**config.mk**
```make
export PLATFORM = sky130hd
export DESIGN_NAME = sar_serial_port
export DESIGN_NICKNAME = d
export VERILOG_FILES = /design/src/rtl/sar_sport_pkg.sv /design/src/rtl/sar_sport_sync.sv /design/src/rtl/sar_sport_frame.sv /design/src/rtl/sar_sport_tx.sv /design/src/rtl/sar_conv_stub.sv /design/src/rtl/sar_serial_port.sv
export SDC_FILE = /design/constraint.sdc
export NUM_CORES = 1
export LEC_CHECK = 0
export CORE_UTILIZATION = 55
export CTS_CLUSTER_DIAMETER = 200
export DETAILED_ROUTE_END_ITERATION = 8
export PLACE_DENSITY = 0.72
export SETUP_SLACK_MARGIN = 0.4
export SLEW_MARGIN = 20
export SYNTH_ARGS = -nofsm -noshare
export SYNTH_HDL_FRONTEND = slang
export SYNTH_SLANG_ARGS = --single-unit
```
**constraint.sdc**
```tcl
create_clock -name clk -period 3.68 [get_ports clk]
set_input_delay 0.736 -clock clk [delete_from_list [all_inputs] [get_ports clk]]
set_output_delay 0.736 -clock clk [all_outputs]
set_load 0.02 [all_outputs]
```
**src/rtl/sar_sport_pkg.sv**
```systemverilog
package sar_sport_pkg;

   typedef enum logic [1:0] {
      LEN_MID   = 2'd0,
      LEN_SHORT = 2'd1,
      LEN_LONG  = 2'd2
   } wlen_e;

   function automatic wlen_e decode_len(input logic [1:0] fld);
      case (fld)
         2'b01:   return LEN_SHORT;
         2'b11:   return LEN_LONG;
         default: return LEN_MID;
      endcase
   endfunction

endpackage

```
**src/rtl/sar_sport_sync.sv**
```systemverilog
module sar_sport_sync #(
   parameter int STAGES = 2
) (
   input  logic clk,
   input  logic rst_n,
   input  logic io_clk,
   input  logic cs_n,
   input  logic din,
   output logic rise,
   output logic fall,
   output logic sel_start,
   output logic sel_end,
   output logic din_s
);
   localparam logic [2:0] IDLE_LVL = 3'b010;

   logic [2:0] raw;
   logic [2:0] s;
   logic [1:0] prev;

   assign raw = {io_clk, cs_n, din};

   generate
      if (STAGES < 0) begin : g_bad_stages
         $error("STAGES must not be negative");
      end
      if (STAGES == 0) begin : g_direct
         assign s = raw;
      end else begin : g_chain
         logic [2:0] st [STAGES];
         always_ff @(posedge clk or negedge rst_n) begin
            if (!rst_n) begin
               for (int i = 0; i < STAGES; i++) st[i] <= IDLE_LVL;
            end else begin
               st[0] <= raw;
               for (int i = 1; i < STAGES; i++) st[i] <= st[i-1];
            end
         end
         assign s = st[STAGES-1];
      end
   endgenerate

   always_ff @(posedge clk or negedge rst_n) begin
      if (!rst_n) prev <= IDLE_LVL[2:1];
      else        prev <= s[2:1];
   end

   assign rise      =  s[2] & ~prev[1] & ~s[1];
   assign fall      = ~s[2] &  prev[1] & ~s[1];
   assign sel_start = ~s[1] &  prev[0];
   assign sel_end   =  s[1] & ~prev[0];
   assign din_s     =  s[0];
endmodule

```
**src/rtl/sar_sport_frame.sv**
```systemverilog
module sar_sport_frame
   import sar_sport_pkg::*;
#(
   parameter int RES_W   = 12,
   parameter int SHORT_W = 8,
   parameter int LONG_W  = 16,
   parameter int CMD_W   = 8,
   parameter int ADDR_W  = 4,
   parameter int KW      = 5
) (
   input  logic              clk,
   input  logic              rst_n,
   input  logic              rise,
   input  logic              fall,
   input  logic              sel_start,
   input  logic              sel_end,
   input  logic              din_s,
   output logic              step,
   output logic [KW-1:0]     step_idx,
   output wlen_e             step_len,
   output logic              order_lsb,
   output logic              smp_begin,
   output logic              frame_done,
   output logic              frame_abort,
   output logic [ADDR_W-1:0] addr
);
   localparam int RW       = $clog2(CMD_W + 1);
   localparam int LEN_RISE = CMD_W - 2;   // rising edge that completes the length field
   localparam int ORD_RISE = CMD_W - 1;   // rising edge carrying the order bit

   logic              in_frame;
   logic [RW-1:0]     rcnt;
   logic [KW-1:0]     fcnt, fnext, lim;
   logic [ADDR_W-2:0] addr_sh;
   logic              len_hi, ord_pend, fall_in;
   wlen_e             len_cur, len_prev;

   always_comb begin
      case (len_cur)
         LEN_LONG:  lim = KW'(LONG_W);
         LEN_SHORT: lim = KW'(SHORT_W);
         default:   lim = KW'(RES_W);
      endcase
   end

   assign fall_in     = fall & in_frame;
   assign fnext       = fcnt + 1'b1;
   assign frame_done  = fall_in && (fnext == lim);
   assign smp_begin   = fall_in && (fnext == KW'(ADDR_W));
   assign frame_abort = sel_end & in_frame;
   assign step        = sel_start | fall_in;
   assign step_idx    = sel_start ? '0 : fnext;
   assign step_len    = sel_start ? len_prev : len_cur;

   always_ff @(posedge clk or negedge rst_n) begin
      if (!rst_n) begin
         in_frame  <= 1'b0;
         rcnt      <= '0;
         fcnt      <= '0;
         addr_sh   <= '0;
         addr      <= '0;
         len_hi    <= 1'b0;
         ord_pend  <= 1'b0;
         order_lsb <= 1'b0;
         len_cur   <= LEN_MID;
         len_prev  <= LEN_MID;
      end else if (sel_start) begin
         in_frame <= 1'b1;
         rcnt     <= '0;
         fcnt     <= '0;
         len_cur  <= len_prev;
      end else begin
         if (rise && in_frame && (rcnt < RW'(CMD_W))) begin
            rcnt <= rcnt + 1'b1;
            if (rcnt < RW'(ADDR_W - 1))
               addr_sh <= {addr_sh[ADDR_W-3:0], din_s};
            if (rcnt == RW'(ADDR_W - 1))
               addr <= {addr_sh, din_s};
            if (rcnt == RW'(LEN_RISE - 2))
               len_hi <= din_s;
            if (rcnt == RW'(LEN_RISE - 1))
               len_cur <= decode_len({len_hi, din_s});
            if (rcnt == RW'(ORD_RISE - 1))
               ord_pend <= din_s;
         end
         if (fall_in) begin
            fcnt <= fnext;
            if (frame_done) begin
               in_frame  <= 1'b0;
               len_prev  <= len_cur;
               order_lsb <= ord_pend;
            end
         end
         if (frame_abort) in_frame <= 1'b0;
      end
   end

   // no transfer counts past its own length
   p_fall_bound_r1: assert property (@(posedge clk) disable iff (!rst_n)
      in_frame |-> (fcnt < lim));

   // once the length field is complete it holds for the rest of the transfer
   p_len_frozen_r9: assert property (@(posedge clk) disable iff (!rst_n)
      (in_frame && rcnt >= RW'(LEN_RISE) && !sel_start) |=> $stable(len_cur));

   // the output order moves only at the end of a transfer
   p_order_commit_r5: assert property (@(posedge clk) disable iff (!rst_n)
      !frame_done |=> $stable(order_lsb));
endmodule

```
**src/rtl/sar_sport_tx.sv**
```systemverilog
module sar_sport_tx
   import sar_sport_pkg::*;
#(
   parameter int RES_W   = 12,
   parameter int SHORT_W = 8,
   parameter int LONG_W  = 16,
   parameter int KW      = 5
) (
   input  logic             clk,
   input  logic             rst_n,
   input  logic             step,
   input  logic [KW-1:0]    step_idx,
   input  wlen_e            step_len,
   input  logic             order_lsb,
   input  logic             conv_done,
   input  logic [RES_W-1:0] conv_val,
   output logic             dout
);
   localparam int PAD_W   = LONG_W - RES_W;
   localparam int TRUNC_W = RES_W - SHORT_W;

   logic [RES_W-1:0] result_q;
   logic             nxt_bit;

   function automatic logic pick(input logic [RES_W-1:0] r, input int idx,
                                 input wlen_e l, input logic lsb);
      int lim, off;
      logic [RES_W-1:0] sh;
      lim = (l == LEN_LONG) ? LONG_W : (l == LEN_SHORT) ? SHORT_W : RES_W;
      if (idx >= lim) return 1'b0;
      if (!lsb) off = RES_W - 1 - idx;
      else begin
         case (l)
            LEN_LONG:  off = idx - PAD_W;
            LEN_SHORT: off = idx + TRUNC_W;
            default:   off = idx;
         endcase
      end
      if (off < 0 || off >= RES_W) return 1'b0;
      sh = r >> off;
      return sh[0];
   endfunction

   assign nxt_bit = pick(result_q, int'(step_idx), step_len, order_lsb);

   always_ff @(posedge clk or negedge rst_n) begin
      if (!rst_n) begin
         result_q <= '0;
         dout     <= 1'b0;
      end else begin
         if (conv_done) result_q <= conv_val;
         if (step)      dout     <= nxt_bit;
      end
   end

   // the held result changes only when a conversion completes
   p_result_hold_r8: assert property (@(posedge clk) disable iff (!rst_n)
      !conv_done |=> $stable(result_q));

   // the serial output moves only at chip-select or a falling I/O edge
   p_dout_quiet_r2: assert property (@(posedge clk) disable iff (!rst_n)
      !step |=> $stable(dout));
endmodule

```
**src/rtl/sar_conv_stub.sv**
```systemverilog
module sar_conv_stub #(
   parameter int RES_W       = 12,
   parameter int ADDR_W      = 4,
   parameter int CONV_CYCLES = 40,
   parameter int STUB_MUL    = 273,
   parameter int STUB_ADD    = 245
) (
   input  logic              clk,
   input  logic              rst_n,
   input  logic              start,
   input  logic [ADDR_W-1:0] addr,
   output logic              busy,
   output logic              done,
   output logic [RES_W-1:0]  value
);
   localparam int CW = $clog2(CONV_CYCLES + 1);

   logic [CW-1:0]     cnt;
   logic [ADDR_W-1:0] addr_q;

   generate
      if (CONV_CYCLES < 1) begin : g_bad_conv
         $error("CONV_CYCLES must be at least 1");
      end
   endgenerate

   assign done  = busy && (cnt == '0);
   assign value = RES_W'(32'(addr_q) * 32'(STUB_MUL) + 32'(STUB_ADD));

   always_ff @(posedge clk or negedge rst_n) begin
      if (!rst_n) begin
         busy   <= 1'b0;
         cnt    <= '0;
         addr_q <= '0;
      end else if (start) begin
         busy   <= 1'b1;
         cnt    <= CW'(CONV_CYCLES - 1);
         addr_q <= addr;
      end else if (busy) begin
         if (cnt == '0) busy <= 1'b0;
         else           cnt  <= cnt - 1'b1;
      end
   end

   // the countdown only runs downward while busy
   p_count_down_r7: assert property (@(posedge clk) disable iff (!rst_n)
      (busy && cnt != '0 && !start) |=> (busy && cnt == $past(cnt) - 1'b1));
endmodule

```
**src/rtl/sar_serial_port.sv**
```systemverilog
module sar_serial_port
   import sar_sport_pkg::*;
#(
   parameter int RES_W       = 12,
   parameter int SHORT_W     = 8,
   parameter int LONG_W      = 16,
   parameter int CMD_W       = 8,
   parameter int ADDR_W      = 4,
   parameter int SYNC_STAGES = 2,
   parameter int CONV_CYCLES = 40,
   parameter int STUB_MUL    = 273,
   parameter int STUB_ADD    = 245
) (
   input  logic              clk,
   input  logic              rst_n,
   input  logic              io_clk,
   input  logic              cs_n,
   input  logic              din,
   output logic              dout,
   output logic              eoc,
   output logic              sample,
   output logic              convert,
   output logic [ADDR_W-1:0] chan
);
   localparam int KW = $clog2(LONG_W + 1);

   generate
      if (CMD_W != 8) begin : g_bad_cmd
         $error("command word must be 8 bits");
      end
      if (ADDR_W < 2 || ADDR_W > CMD_W - 4) begin : g_bad_addr
         $error("ADDR_W out of range");
      end
      if (!(SHORT_W < RES_W && RES_W < LONG_W)) begin : g_bad_len
         $error("lengths must satisfy SHORT_W < RES_W < LONG_W");
      end
      if (SHORT_W < CMD_W) begin : g_bad_short
         $error("shortest transfer must hold the command");
      end
   endgenerate

   logic          rise, fall, sel_start, sel_end, din_s;
   logic          step, order_lsb, smp_begin, frame_done, frame_abort;
   logic [KW-1:0] step_idx;
   wlen_e         step_len;
   logic          conv_done;
   logic [RES_W-1:0] conv_val;
   logic          sample_q, eoc_q;

   sar_sport_sync #(.STAGES(SYNC_STAGES)) u_sync (
      .clk(clk), .rst_n(rst_n), .io_clk(io_clk), .cs_n(cs_n), .din(din),
      .rise(rise), .fall(fall), .sel_start(sel_start), .sel_end(sel_end),
      .din_s(din_s));

   sar_sport_frame #(
      .RES_W(RES_W), .SHORT_W(SHORT_W), .LONG_W(LONG_W),
      .CMD_W(CMD_W), .ADDR_W(ADDR_W), .KW(KW)
   ) u_frame (
      .clk(clk), .rst_n(rst_n), .rise(rise), .fall(fall),
      .sel_start(sel_start), .sel_end(sel_end), .din_s(din_s),
      .step(step), .step_idx(step_idx), .step_len(step_len),
      .order_lsb(order_lsb), .smp_begin(smp_begin), .frame_done(frame_done),
      .frame_abort(frame_abort), .addr(chan));

   sar_sport_tx #(
      .RES_W(RES_W), .SHORT_W(SHORT_W), .LONG_W(LONG_W), .KW(KW)
   ) u_tx (
      .clk(clk), .rst_n(rst_n), .step(step), .step_idx(step_idx),
      .step_len(step_len), .order_lsb(order_lsb), .conv_done(conv_done),
      .conv_val(conv_val), .dout(dout));

   sar_conv_stub #(
      .RES_W(RES_W), .ADDR_W(ADDR_W), .CONV_CYCLES(CONV_CYCLES),
      .STUB_MUL(STUB_MUL), .STUB_ADD(STUB_ADD)
   ) u_stub (
      .clk(clk), .rst_n(rst_n), .start(frame_done), .addr(chan),
      .busy(convert), .done(conv_done), .value(conv_val));

   always_ff @(posedge clk or negedge rst_n) begin
      if (!rst_n) begin
         sample_q <= 1'b0;
         eoc_q    <= 1'b1;
      end else begin
         if (frame_done || frame_abort) sample_q <= 1'b0;
         else if (smp_begin)            sample_q <= 1'b1;
         if (frame_done)     eoc_q <= 1'b0;
         else if (conv_done) eoc_q <= 1'b1;
      end
   end

   assign sample = sample_q;
   assign eoc    = eoc_q;

   // sampling and converting never overlap
   p_phase_excl_r6: assert property (@(posedge clk) disable iff (!rst_n)
      !(sample && convert));

   // a conversion begins exactly where the sample window closes
   p_conv_start_r1: assert property (@(posedge clk) disable iff (!rst_n)
      $rose(convert) |-> $fell(sample));

   // end-of-conversion is low for the whole conversion
   p_eoc_low_r7: assert property (@(posedge clk) disable iff (!rst_n)
      convert |-> !eoc);
endmodule

```
==> metrics.md <==
| Metric | Value |
|---|---|
| Status | `complete, no violations` |
| Critical path launch point type | `flop` |
| Mean Syn Cell Area | `9.87 µm²` |
| Final critical-path share of the clock period | `about four fifths` |
| Initial antenna violation count | `0` |
| Setup TNS | `0 ps` |
| Routability congestion estimate | `0.881` |
| N_diodes | `0` |
| H-tree depth | `3` |
| Worst Path Arrival | `3180 ps` |
| Minimum clock period | `about 3000 ps` |
| Seq/Total Area, Yosys | `40.8%` |
| Filler Cell Count | `500` |
| Overall via count from detail_route | `2596` |
| Critical path endpoint category | `flop` |
| Die Y | `81.8 µm` |
| Kind of critical path | `reg -> reg` |
| Rows | `28` |
| CTS tree | `yes` |
| DR iter-0 viols | `114` |
| Post CTS Setup Buffer Count | `0` |
| Area Growth Syn to Fin | `9.64%` |
| Die Area | `6700 µm²` |
| Mapped Area | `between 3000 and 4000 µm²` |
| Slowest CP cell | `dfstp_2` |
| Die Span X | `81.8 µm` |
| Number of gates resized after cts | `0` |
| DP HPWL | `4960 µm` |
| Crit-path cells | `nand2b_1 -> nand2_1 -> nand2_1 -> inv_1 -> ha_1 -> nor2b_1 -> or3_1 -> and4_1 -> a32o_1 -> mux2i_1 -> o31ai_1` |
| Normalized max-slew margin | `between 40 and 50%` |
| Final setup violation count | `0` |
| Worst Skew | `9.39 ps` |
| Post-route ant nets | `0` |
| RSZ-0062 raised after global routing | `false` |
| DRT Pass-1 Iters | `4` |
| Global-route usage over all layers | `23.4%` |
| PD cells | `approximately 370 nW/µm²` |
| CTS root buffer | `clkbuf_8` |
| Worst hold path type | `reg -> reg` |
| Largest net degree at the start of global routing | `31` |
| Slew @ Worst Pin | `792 ps` |
| Core area | `approximately 6000 µm²` |
| Post-Synthesis Cells | `approximately 360` |
| Crit-path leading delay family | `simple AND/OR/NAND/NOR gates` |
| Initial Utilization | `58.2%` |
| Fmax | `338 MHz` |
| Via-per-instance ratio | `5.82` |
| Buf/Inv on CP | `1` |
| Vias in the first global route | `around 2.4k` |
| Crit-path most repeated cell | `nand2_1` |
| TritonCTS Sinks | `57` |
| Final Hold Vio Count | `0` |
| Synthesized flop and latch total | `between 50 and 60` |
| First-pass GRT wire length | `around 12000 µm` |
| Prevailing post-synth register cell | `dfrtp_1` |
| Final max-slew violation count | `0` |
| P_leak | `1.72 nW` |
| Final WS setup | `725 ps` |
| Clk buf depth | `2` |
| Total CTS buffers | `9` |
| CTS Hold Bufs | `0` |
| Port buffer count | `12` |
| Fin nets | `399` |
| Post-synth EDFFs | `0` |
| WL/cell | `15.7 µm` |
| Syn_nets | `388` |
| Final WL | `about 7000 µm` |
| DRC | `0` |
| # IOs | `13` |
| Worst VDD drop | `0.287 mV` |
| Layout cells sized above 1 | `13.2%` |
| Total Power | `1.42 mW` |
| CTS clk-pin slew, worst paths | `70 ps` |
| Worst hold-check slack | `348 ps` |
| Max-cap violations | `0` |
| Crit Path Max Fanout | `16` |
| Post-Place Worst Slack | `724 ps` |
| Clock latency on the worst-skew pair | `340 ps` |
| Grt ovf | `0` |
| Unique cell type count in the Yosys netlist | `58` |
| Largest stage delay, worst path | `600 ps` |
| Ys Warns | `0` |
| Post-synthesis async set-or-reset flop share | `100%` |
| CP required | `3900 ps` |
## power breakdown
group	total [mW]	internal [mW]	leakage, nW	switching [mW]
Sequential	0.690	0.656	0.762	0.0341
Combinational	0.148	0.0657	0.858	0.0823
Clock	0.579	0.311	0.0954	0.269
## final timing paths
check                                  endpoint  cells past startpoint  slack, ps            startpoint
worst max-delay path                  u_tx.dout                     11        720           u_sync.s[1]
worst min-delay path                u_sync.s[0]                      0        350  u_sync.g_chain.st[3]
worst max register to register        u_tx.dout                     11        720           u_sync.s[1]
worst min register to register      u_sync.s[0]                      0        350  u_sync.g_chain.st[3]
max in group asynchronous           u_sync.s[1]                      2       2370                 rst_n
min in group asynchronous       u_frame.fcnt[2]                      1        430                 rst_n
## metrics by stage
step | cell area (µm²) | util [%] | cells
finish | 3840 | 63.8 | 446
global route | 3840 | 63.8 | 446
CTS | 3840 | 63.8 | 446
detailed placement | 3650 | 60.6 | 430
global placement | 3650 | 60.6 | 430
floorplan | 3500 | - | 355
## per-layer routing
layer / global-route usage [%] / wire [µm] / vias up
met5: 0 / 0 / -
met4: 10.7 / 144 / 0
met3: 3.67 / 237 / 17
met2: 37.5 / 3270 / 54
met1: 31.1 / 3370 / 1240
li1: - / - / 1285
## cell usage after synthesis (all sizes together) (6+ instances only)
master	n	area [µm²]
a21oi	14	70.1
buf	8	66.3
clkbuf	8	30.0
dfrtp	53	1330
ha	28	350
inv	21	78.8
mux2	13	154
nand2	42	158
nand3	13	65.1
nor2	14	68.8
nor3	6	30.0
nor3b	6	55.1
o21ai	29	145
or3	7	43.8
xnor2	12	124
xor2	11	96.3
## registers in the layout, indices dropped and copies added, names as in the netlist, 4 cells and up
| name | count |
|---|---|
| u_tx.result_q | 11 |
| u_frame.addr | 4 |
| u_frame.rcnt | 4 |
| u_stub.addr_q | 4 |
| u_stub.cnt | 6 |
| u_frame.fcnt | 5 |
## layout by cell type, fill, tap and decap left out, types with 4 or more instances in the layout
cell type        count
dfstp_2              4
or3_1                7
clkbuf_8             9
buf_4                4
mux2_2              11
o21ai_0             29
dfrtp_1             53
a21oi_1             14
a31oi_1              4
nor4_1               5
xor2_1              11
nand3_1             13
xnor2_1             11
clkdlybuf4s50_1     11
nand2_1             42
nor3_1               6
ha_1                28
nor3b_1              4
nor2_1              13
inv_1               21
o211ai_1             5
a211oi_1             4
## cell families (layout without fill, tap and decap cells)
family	after synthesis	in the layout	synth area share, %
buffers and inverters	37	53	5.00
XOR/XNOR	23	23	6.28
AO/OA/AOI/OAI	78	78	13.9
AND/OR/NAND/NOR	115	115	18.1
flip-flops	57	57	40.8
multiplexers	17	17	5.89
adder cells (fa/ha/maj)	28	28	10.0
## final cells by class
| type | instances | area [µm²] | share of cell area (%) |
|---|---|---|---|
| flip-flops and latches | 57 | 1430 | 37.3 |
| inverters | 21 | 78.8 | 2.05 |
| multi-input cells | 261 | 1900 | 49.5 |
| clock inverters | 7 | 68.8 | 1.79 |
| repair buffers | 16 | 145 | 3.78 |
| well taps | 75 | 93.8 | 2.44 |
| clock buffers | 9 | 124 | 3.22 |
Power figures use the tool's default switching activity.
